<file path="config.mk">
export PLATFORM = sky130hd
export DESIGN_NAME = pgwalk_top
export DESIGN_NICKNAME = d
export VERILOG_FILES = /design/src/rtl/pgwalk_pkg.sv /design/src/rtl/pgwalk_addr.sv /design/src/rtl/pgwalk_perm.sv /design/src/rtl/pgwalk_fsm.sv /design/src/rtl/pgwalk_top.sv
export SDC_FILE = /design/constraint.sdc
export NUM_CORES = 1
export LEC_CHECK = 0
export ABC_AREA = 0
export CELL_PAD_IN_SITES_DETAIL_PLACEMENT = 1
export CELL_PAD_IN_SITES_GLOBAL_PLACEMENT = 1
export CORE_ASPECT_RATIO = 1.4
export CORE_UTILIZATION = 34
export DETAILED_ROUTE_END_ITERATION = 10
export GPL_TIMING_DRIVEN = 0
export PLACE_DENSITY = 0.9
export SYNTH_ARGS = -nofsm -noshare
export SYNTH_HDL_FRONTEND = slang
export SYNTH_SLANG_ARGS = --single-unit
</file>
<file path="constraint.sdc">
create_clock -name clk -period 4.4 [get_ports clk]
set_input_delay 0.88 -clock clk [delete_from_list [all_inputs] [get_ports clk]]
set_output_delay 0.88 -clock clk [all_outputs]
set_load 0.01 [all_outputs]
</file>
<file path="src/rtl/pgwalk_pkg.sv">
package pgwalk_pkg;
  // entry bit positions used by the checks
  localparam int unsigned BIT_PRESENT = 0;
  localparam int unsigned BIT_WRITE   = 1;
  localparam int unsigned BIT_USER    = 2;
  localparam int unsigned BIT_ACCESS  = 5;
  localparam int unsigned BIT_DIRTY   = 6;
  // bytes per entry, as a shift
  localparam int unsigned ENTRY_SHIFT = 2;

  typedef enum logic [3:0] {
    ST_IDLE,
    ST_DIR_RD,
    ST_DIR_WAIT,
    ST_DIR_CHK,
    ST_DIR_WB,
    ST_TBL_RD,
    ST_TBL_WAIT,
    ST_TBL_CHK,
    ST_TBL_WB,
    ST_DONE,
    ST_FAULT
  } walk_st_t;
endpackage

</file>
<file path="src/rtl/pgwalk_addr.sv">
module pgwalk_addr #(
  parameter int unsigned VA_W  = 32,
  parameter int unsigned OFF_W = 12,
  parameter int unsigned IX_W  = 10
) (
  input  logic [VA_W-1:0] dir_base,
  input  logic [VA_W-1:0] new_va,
  input  logic [VA_W-1:0] cur_va,
  input  logic [VA_W-1:0] dir_entry,
  input  logic [VA_W-1:0] leaf_entry,
  output logic [VA_W-1:0] dir_addr,
  output logic [VA_W-1:0] tbl_addr,
  output logic [VA_W-1:0] phys_addr
);
  import pgwalk_pkg::*;

  localparam int unsigned PAD_W  = VA_W - IX_W - ENTRY_SHIFT;
  localparam int unsigned HI_LSB = OFF_W + IX_W;
  localparam int unsigned FR_W   = VA_W - OFF_W;

  logic [IX_W-1:0] hi_ix;
  logic [IX_W-1:0] lo_ix;
  logic [FR_W-1:0] tbl_frame;
  logic [FR_W-1:0] page_frame;

  always_comb begin
    hi_ix      = new_va[HI_LSB +: IX_W];
    lo_ix      = cur_va[OFF_W +: IX_W];
    tbl_frame  = dir_entry[VA_W-1:OFF_W];
    page_frame = leaf_entry[VA_W-1:OFF_W];
    dir_addr   = dir_base + {{PAD_W{1'b0}}, hi_ix, {ENTRY_SHIFT{1'b0}}};
    tbl_addr   = {tbl_frame, {OFF_W{1'b0}}} + {{PAD_W{1'b0}}, lo_ix, {ENTRY_SHIFT{1'b0}}};
    phys_addr  = {page_frame, cur_va[OFF_W-1:0]};
  end
endmodule

</file>
<file path="src/rtl/pgwalk_perm.sv">
module pgwalk_perm #(
  parameter int unsigned E_W = 32
) (
  input  logic [E_W-1:0] entry,
  input  logic           is_leaf,
  input  logic           acc_write,
  input  logic           acc_user,
  output logic           not_present,
  output logic           prot_viol,
  output logic           need_wb,
  output logic [E_W-1:0] updated
);
  import pgwalk_pkg::*;

  logic [E_W-1:0] set_mask;

  always_comb begin
    not_present = ~entry[BIT_PRESENT];
    prot_viol   = entry[BIT_PRESENT] &
                  ((acc_write & ~entry[BIT_WRITE]) | (acc_user & ~entry[BIT_USER]));
    set_mask              = '0;
    set_mask[BIT_ACCESS]  = 1'b1;
    set_mask[BIT_DIRTY]   = is_leaf & acc_write;
    updated     = entry | set_mask;
    need_wb     = (updated != entry);
  end
endmodule

</file>
<file path="src/rtl/pgwalk_fsm.sv">
module pgwalk_fsm #(
  parameter int unsigned VA_W = 32
) (
  input  logic            clk,
  input  logic            rst_n,
  input  logic            req_valid,
  output logic            req_ready,
  input  logic [VA_W-1:0] req_va,
  input  logic            req_write,
  input  logic            req_user,
  output logic            mem_req_valid,
  input  logic            mem_req_ready,
  output logic [VA_W-1:0] mem_req_addr,
  output logic            mem_req_we,
  output logic [VA_W-1:0] mem_req_wdata,
  input  logic            mem_rsp_valid,
  input  logic [VA_W-1:0] mem_rsp_data,
  output logic            res_valid,
  input  logic            res_ready,
  output logic            res_fault,
  output logic            res_prot,
  output logic [VA_W-1:0] va_q,
  output logic            wr_q,
  output logic            usr_q,
  output logic [VA_W-1:0] ent_q,
  output logic [VA_W-1:0] pte_q,
  output logic            leaf,
  input  logic [VA_W-1:0] dir_addr,
  input  logic [VA_W-1:0] tbl_addr,
  input  logic            chk_np,
  input  logic            chk_pv,
  input  logic            chk_wb,
  input  logic [VA_W-1:0] chk_upd
);
  import pgwalk_pkg::*;

  walk_st_t        state;
  logic [VA_W-1:0] addr_q;
  logic [VA_W-1:0] wdata_q;
  logic            prot_q;

  always_comb begin
    req_ready     = (state == ST_IDLE);
    mem_req_valid = (state == ST_DIR_RD) || (state == ST_DIR_WB) ||
                    (state == ST_TBL_RD) || (state == ST_TBL_WB);
    mem_req_we    = (state == ST_DIR_WB) || (state == ST_TBL_WB);
    mem_req_addr  = addr_q;
    mem_req_wdata = wdata_q;
    res_valid     = (state == ST_DONE) || (state == ST_FAULT);
    res_fault     = (state == ST_FAULT);
    res_prot      = (state == ST_FAULT) && prot_q;
    leaf          = (state == ST_TBL_CHK);
  end

  always_ff @(posedge clk) begin
    if (!rst_n) begin
      state   <= ST_IDLE;
      addr_q  <= '0;
      wdata_q <= '0;
      prot_q  <= 1'b0;
      va_q    <= '0;
      wr_q    <= 1'b0;
      usr_q   <= 1'b0;
      ent_q   <= '0;
      pte_q   <= '0;
    end else begin
      unique case (state)
        ST_IDLE: begin
          if (req_valid) begin
            va_q   <= req_va;
            wr_q   <= req_write;
            usr_q  <= req_user;
            addr_q <= dir_addr;
            state  <= ST_DIR_RD;
          end
        end
        ST_DIR_RD: begin
          if (mem_req_ready) state <= ST_DIR_WAIT;
        end
        ST_DIR_WAIT: begin
          if (mem_rsp_valid) begin
            ent_q <= mem_rsp_data;
            state <= ST_DIR_CHK;
          end
        end
        ST_DIR_CHK: begin
          if (chk_np || chk_pv) begin
            prot_q <= chk_pv;
            state  <= ST_FAULT;
          end else if (chk_wb) begin
            wdata_q <= chk_upd;
            state   <= ST_DIR_WB;
          end else begin
            addr_q <= tbl_addr;
            state  <= ST_TBL_RD;
          end
        end
        ST_DIR_WB: begin
          if (mem_req_ready) begin
            addr_q <= tbl_addr;
            state  <= ST_TBL_RD;
          end
        end
        ST_TBL_RD: begin
          if (mem_req_ready) state <= ST_TBL_WAIT;
        end
        ST_TBL_WAIT: begin
          if (mem_rsp_valid) begin
            ent_q <= mem_rsp_data;
            state <= ST_TBL_CHK;
          end
        end
        ST_TBL_CHK: begin
          if (chk_np || chk_pv) begin
            prot_q <= chk_pv;
            state  <= ST_FAULT;
          end else begin
            pte_q   <= chk_upd;
            wdata_q <= chk_upd;
            prot_q  <= 1'b0;
            state   <= chk_wb ? ST_TBL_WB : ST_DONE;
          end
        end
        ST_TBL_WB: begin
          if (mem_req_ready) state <= ST_DONE;
        end
        ST_DONE, ST_FAULT: begin
          if (res_ready) state <= ST_IDLE;
        end
        default: state <= ST_IDLE;
      endcase
    end
  end
endmodule

</file>
<file path="src/rtl/pgwalk_top.sv">
module pgwalk_top #(
  parameter int unsigned VA_W  = 32,
  parameter int unsigned OFF_W = 12,
  parameter int unsigned IX_W  = 10
) (
  input  logic            clk,
  input  logic            rst_n,
  input  logic [VA_W-1:0] dir_base,
  input  logic            req_valid,
  output logic            req_ready,
  input  logic [VA_W-1:0] req_va,
  input  logic            req_write,
  input  logic            req_user,
  output logic            mem_req_valid,
  input  logic            mem_req_ready,
  output logic [VA_W-1:0] mem_req_addr,
  output logic            mem_req_we,
  output logic [VA_W-1:0] mem_req_wdata,
  input  logic            mem_rsp_valid,
  input  logic [VA_W-1:0] mem_rsp_data,
  output logic            res_valid,
  input  logic            res_ready,
  output logic            res_fault,
  output logic            res_prot,
  output logic [VA_W-1:0] res_va,
  output logic            res_write,
  output logic            res_user,
  output logic [VA_W-1:0] res_pa,
  output logic [VA_W-1:0] res_pte
);
  logic [VA_W-1:0] va_q, ent_q, pte_q;
  logic            wr_q, usr_q, leaf;
  logic [VA_W-1:0] dir_addr, tbl_addr, phys_addr;
  logic            chk_np, chk_pv, chk_wb;
  logic [VA_W-1:0] chk_upd;

  pgwalk_addr #(.VA_W(VA_W), .OFF_W(OFF_W), .IX_W(IX_W)) u_addr (
    .dir_base   (dir_base),
    .new_va     (req_va),
    .cur_va     (va_q),
    .dir_entry  (ent_q),
    .leaf_entry (pte_q),
    .dir_addr   (dir_addr),
    .tbl_addr   (tbl_addr),
    .phys_addr  (phys_addr)
  );

  pgwalk_perm #(.E_W(VA_W)) u_perm (
    .entry       (ent_q),
    .is_leaf     (leaf),
    .acc_write   (wr_q),
    .acc_user    (usr_q),
    .not_present (chk_np),
    .prot_viol   (chk_pv),
    .need_wb     (chk_wb),
    .updated     (chk_upd)
  );

  pgwalk_fsm #(.VA_W(VA_W)) u_fsm (
    .clk           (clk),
    .rst_n         (rst_n),
    .req_valid     (req_valid),
    .req_ready     (req_ready),
    .req_va        (req_va),
    .req_write     (req_write),
    .req_user      (req_user),
    .mem_req_valid (mem_req_valid),
    .mem_req_ready (mem_req_ready),
    .mem_req_addr  (mem_req_addr),
    .mem_req_we    (mem_req_we),
    .mem_req_wdata (mem_req_wdata),
    .mem_rsp_valid (mem_rsp_valid),
    .mem_rsp_data  (mem_rsp_data),
    .res_valid     (res_valid),
    .res_ready     (res_ready),
    .res_fault     (res_fault),
    .res_prot      (res_prot),
    .va_q          (va_q),
    .wr_q          (wr_q),
    .usr_q         (usr_q),
    .ent_q         (ent_q),
    .pte_q         (pte_q),
    .leaf          (leaf),
    .dir_addr      (dir_addr),
    .tbl_addr      (tbl_addr),
    .chk_np        (chk_np),
    .chk_pv        (chk_pv),
    .chk_wb        (chk_wb),
    .chk_upd       (chk_upd)
  );

  assign res_va    = va_q;
  assign res_write = wr_q;
  assign res_user  = usr_q;
  assign res_pa    = phys_addr;
  assign res_pte   = pte_q;
endmodule

</file>
# == Yosys cells after proc, flatten, opt, wreduce, memory -nomap -nowiden ==
# Cells that the tools add are included.
# classes
mux,25
reduce_logical,19
add_sub_neg,2
bitwise,10
eq_ne,24
# op_table
op,n
32-bit two-way mux,7
32-bit one-hot mux with 3 select lines,1
32-bit by 12-bit adder with 32-bit output,2
32-bit one-hot mux with 2 select lines,1
4-bit two-way mux,10
4-bit one-hot mux with 10 select lines,1
32-bit inequality test,1
32-bit by 7-bit OR with 32-bit output,1
2-bit inequality test (second input constant),11
4-bit by 3-bit equality test with 1-bit output (second input constant),4
4-bit equality test (second input constant),3
4-bit by 2-bit equality test with 1-bit output (second input constant),2
2-bit AND reduction,4
8-bit AND reduction,1
1-bit logical OR,6
5-bit AND reduction,1
1-bit bitwise AND,4
4-bit by 1-bit equality test with 1-bit output (second input constant),1
4-bit zero test,1
1-bit two-way mux,4
2-bit by 1-bit inequality test with 1-bit output (second input constant),2
1-bit inverter,4
4-bit AND reduction,1
2-bit OR reduction,2
5 further kinds,5
# word_totals
out_inout_bits,168
register_bits,167
in_bits,104
elab_cells,89

# == Longest topological paths before layout ==
# depth
ltp_word,7
depth_mapped,9
ltp_nobuf,9

# == By module ==
# A second synthesis with hierarchy kept.
# unflattened
hier_cells,1007
hier_area_um2,8635.8
# by_module_without_submodules
module,cells_each,area_per_inst_um2,instances,seq_area_each_um2
pgwalk_fsm,782,6995.5,1,3343.2
pgwalk_addr,186,1363.8,1,0.0
pgwalk_perm,39,276.5,1,0.0

# == Least setup slack after synthesis ==
# Ideal clock, no wire load.
# synth_timing
path_kind,input port to flip-flop
startpoint,input port dir_base[2]
endpoint,"register u_fsm.addr_q[22], in the netlist u_fsm.mem_req_addr[22]"
t_required_ps,4304
setup_time_ps,96
t_arrival_ps,2763
path_slack_ps,1542
path_stages,9
path_cell_list,ha_1 fa_1 a211oi_1 o21ai_1 a21oi_2 nor2_1 xor2_1 nor2_1 o41ai_2
# synth_between
elab_chain_cells,3
# synth_lines
item,line_no,source
start: declaration,pgwalk_top.sv:8,"input logic [VA_W-1:0] dir_base,"
32-bit by 12-bit adder with 32-bit output,pgwalk_addr.sv:31,"dir_addr = dir_base + {{PAD_W{1'b0}}, hi_ix, {ENTRY_SHIFT{1'b0}}};"
32-bit two-way mux,pgwalk_fsm.sv:69,if (req_valid) begin
32-bit one-hot mux with 3 select lines,pgwalk_fsm.sv:67,unique case (state)
end signal: assignment,pgwalk_fsm.sv:73,addr_q <= dir_addr;
end signal: assignment,pgwalk_fsm.sv:94,addr_q <= tbl_addr;
end signal: assignment,pgwalk_fsm.sv:100,addr_q <= tbl_addr;
end: declaration,pgwalk_fsm.sv:38,logic [VA_W-1:0] addr_q;
# Every way passes these cells. The select of a mux whose other input is x is not followed.
# A chain may end at the register's enable or synchronous reset.

# == Worst setup path after layout ==
# layout_timing
startpoint,input port req_va[22]
endpoint,"register u_fsm.addr_q[22], in the netlist u_fsm.mem_req_addr[22]"
# layout_between
elab_chain_cells,3
# layout_lines
item,line_no,source
start: declaration,pgwalk_top.sv:11,"input logic [VA_W-1:0] req_va,"
32-bit by 12-bit adder with 32-bit output,pgwalk_addr.sv:31,
32-bit two-way mux,pgwalk_fsm.sv:69,
32-bit one-hot mux with 3 select lines,pgwalk_fsm.sv:67,
# Every way passes these cells. The select of a mux whose other input is x is not followed.

==> results.sh <==
export IMPL_ir_drop_mv=0.278
export IMPL_fin_crit_sh=0.756
export IMPL_comb_power_share=0.221
export IMPL_power_density_nw_per_um2=398
export IMPL_synthCells=948
export IMPL_synth_ff_type="dfxtp_1"
export IMPL_h_tree_depth=4
export IMPL_cts_setup_buffers=0
export IMPL_synth_fp_nets=1063
export IMPL_hold_class="register to register"
export IMPL_wl_per_cell_um=20.0
export IMPL_vias=7976
export IMPL_utilization=0.523
export IMPL_worstMarginPinSlew_ns=0.916
export IMPL_reg2reg_slack_ns=1.66
export IMPL_grt_pass1_wl_um=45900
export IMPL_status="finished, final reports clean"
export IMPL_ys_warn_count=0
export IMPL_grt_max_degree=17
export IMPL_clk_pin_slew_ns=0.07
export IMPL_p_seq_frac=0.388
export IMPL_r2r_end="u_fsm.mem_req_addr[26]"
export IMPL_worstPathArrival_ns=3.66
export IMPL_setup_tns_final_ns=0
export IMPL_layout_drive_gt1_share=0.0783
export IMPL_total_leakage_power_nw=3.94
export IMPL_seqCellArea_um2=3340
export IMPL_place_ws_ns=0.568
export IMPL_cts_resized_gates=0
export IMPL_hpwl_um=22900
export IMPL_synth_edff_count=0
export IMPL_dr_pass1_iters=4
export IMPL_max_slew_margin=0.386
export IMPL_internal_power_w=0.00309
export IMPL_switching_share=0.296
export IMPL_yosysSeqAreaShare=0.456
export IMPL_finalNetCount=1353
export IMPL_antenna_found_initial=3
export IMPL_critPathCaptureType="register"
export IMPL_ys_ff_latch=167
export IMPL_die_x_um=126
export IMPL_cts_tree="done"
export IMPL_clock_latency_ns=0.44
export IMPL_wl_um=30300
export IMPL_worst_clock_skew_ns=0.00863
export IMPL_pwr_share_clk=0.391
export IMPL_maxSlewViolCount=0
export IMPL_gp_congestion=0.881
export IMPL_r2r_start="u_fsm.wr_q"
export IMPL_hold_path_depth=2
export IMPL_area_delta_synth_final_pct=50.8
export IMPL_cts_buffers=17
export IMPL_fin_ws_ns=1.07
export IMPL_ant_nets=0
export IMPL_cts_buffer_depth=2
export IMPL_holdWs_ns=0.458
export IMPL_start_util=0.347
export IMPL_portBuffers=271
export IMPL_coreArea_um2=21100
export IMPL_cap_violations=0
export IMPL_die_area_um2=22200
export IMPL_start_kind="primary input"
export IMPL_syn_area_per_cell_um2=7.73
export IMPL_synthesis_area_um2=7330
export IMPL_critPathKind="primary input to register"
export IMPL_fillers=2560
export IMPL_synth_cell_type_count=57
export IMPL_rows=63
export IMPL_worst_r2r_path_depth=7
export IMPL_min_period_ns=3.33
export IMPL_synth_async_sr_flop_share=0
export IMPL_hold_viol=0
export IMPL_overflow=0
export IMPL_totalPowerFinal_w=0.00440
export IMPL_p_sw_w=0.00130
export IMPL_numClockSinks=167
export IMPL_critical_path_required_ns=4.74
export IMPL_rsz0062_at_grt="no"
export IMPL_die_h_um=176
export IMPL_hold_buffers=0
export IMPL_grt_pass1_vias=8496
export IMPL_first_iter_violations=492
export IMPL_ios=272
export IMPL_routed_via_density=5.27
export IMPL_max_freq_ghz=0.301
export IMPL_cp_max_fo=10
export IMPL_cts_root_buf="clkbuf_16"
export IMPL_whs_endpoint="u_fsm.mem_req_wdata[21]"
export IMPL_multi_input_area_um2=3440
export IMPL_setup_violations=0
export IMPL_grt_usage=0.271
export IMPL_drc=0
export IMPL_holdCritStartpoint="u_fsm.mem_req_wdata[21]"
[kinds of logic (layout without fill, tap and decap cells)]
kind of cell | after synthesis | after routing | synth area share
xor+xnor | 23 | 23 | 0.0275
mux | 3 | 3 | 0.00410
simple gates | 407 | 407 | 0.236
other cells | 0 | 3 | 0
fa+ha+maj | 11 | 11 | 0.0198
buf+inv | 104 | 407 | 0.0743
compound gates | 233 | 233 | 0.182
flops | 167 | 167 | 0.456
[through the flow]
stage,instance area (µm²),cells
floorplan,7330,948
global placement,10400,1479
detailed placement,10400,1479
CTS,11000,1511
global route,11000,1514
finish,11000,1514
[sequential cells by signal, summed over array words and instances (netlist names)]
register             flops
u_fsm.usr_q              1
u_fsm.mem_req_addr      32
u_fsm.ent_q             32
u_fsm.va_q              32
u_fsm.wr_q               1
u_fsm.mem_req_wdata     32
u_fsm.state              4
u_fsm.prot_q             1
u_fsm.pte_q             32
[how the worst max path moves through the flow]
stage                             end  slack [ns]      startpoint  cells past startpoint
3_5_place_dp   u_fsm.mem_req_addr[22]        0.57      req_va[22]                     10
3_3_place_gp   u_fsm.mem_req_addr[22]        0.75      req_va[22]                     10
2_1_floorplan  u_fsm.mem_req_addr[22]        1.54     dir_base[2]                      9
5_1_grt        u_fsm.mem_req_addr[22]        0.93     dir_base[2]                     10
6_report       u_fsm.mem_req_addr[22]        1.07      req_va[22]                     10
4_1_cts                    mem_req_we        1.08  u_fsm.state[3]                      5
[critical path, stage by stage]
cell             delay (ns)
clkdlybuf4s50_1        0.44
ha_1                   0.23
fa_1                   0.44
a211oi_1               0.37
o21ai_1                0.16
a21oi_2                0.51
nor2_1                 0.13
xor2_1                 0.16
nor2_1                 0.07
o41ai_2                0.26
[layout make-up]
cell class,count,share of cell area
diodes,3,0.000680
plain buffers,96,0.0465
repair buffers,271,0.246
well taps,260,0.0294
inverters,8,0.00272
flip-flops and latches,167,0.303
multi-input cells,677,0.311
clock inverters,14,0.0213
clock buffers,18,0.0398
[power groups by stage]
stage / logic [W] / clock network [W] / registers, W
3_3_place_gp: 0.000936 / 0 / 0.00173
4_1_cts: 0.000977 / 0.00174 / 0.00170
3_5_place_dp: 0.000960 / 0 / 0.00173
2_1_floorplan: 0.000425 / 0 / 0.00175
6_report: 0.000973 / 0.00172 / 0.00170
5_1_grt: 0.00104 / 0.00180 / 0.00172
[cells in the mapped netlist (all sizes together), types with 10 or more instances]
cell,count,share of area
a21oi,162,0.11
and3,13,0.011
buf,54,0.049
clkbuf,42,0.022
dfxtp,167,0.46
ha,10,0.017
nand2,288,0.15
nand3,21,0.014
nor2,40,0.021
nor3,15,0.010
o21ai,16,0.011
xnor2,14,0.017
[per-layer routing]
layer / vias to the layer above / global-route usage / wire, µm
met5: - / 0 / 0
met3: 72 / 0.0664 / 1720
li1: 3759 / - / -
met4: 0 / 0.152 / 1400
met1: 3874 / 0.273 / 11100
met2: 271 / 0.505 / 16000
[cells in the final DEF, fill, tap and decap left out, drive strengths merged, types with 4 or more instances in the layout]
| cell type | n |
|---|---|
| and3 | 13 |
| a21oi | 162 |
| nor2 | 40 |
| ha | 10 |
| clkdlybuf4s50 | 271 |
| a211oi | 8 |
| o22ai | 6 |
| xnor2 | 14 |
| xor2 | 9 |
| nand4 | 4 |
| o21ai | 16 |
| a311oi | 4 |
| nand3 | 21 |
| inv | 13 |
| or3 | 6 |
| a31oi | 7 |
| dfxtp | 167 |
| nand2 | 288 |
| nor4 | 4 |
| buf | 54 |
| bufinv | 5 |
| clkbuf | 60 |
| nor3 | 15 |
| o211ai | 9 |
No activity file was read; power rests on OpenSTA's default activity.
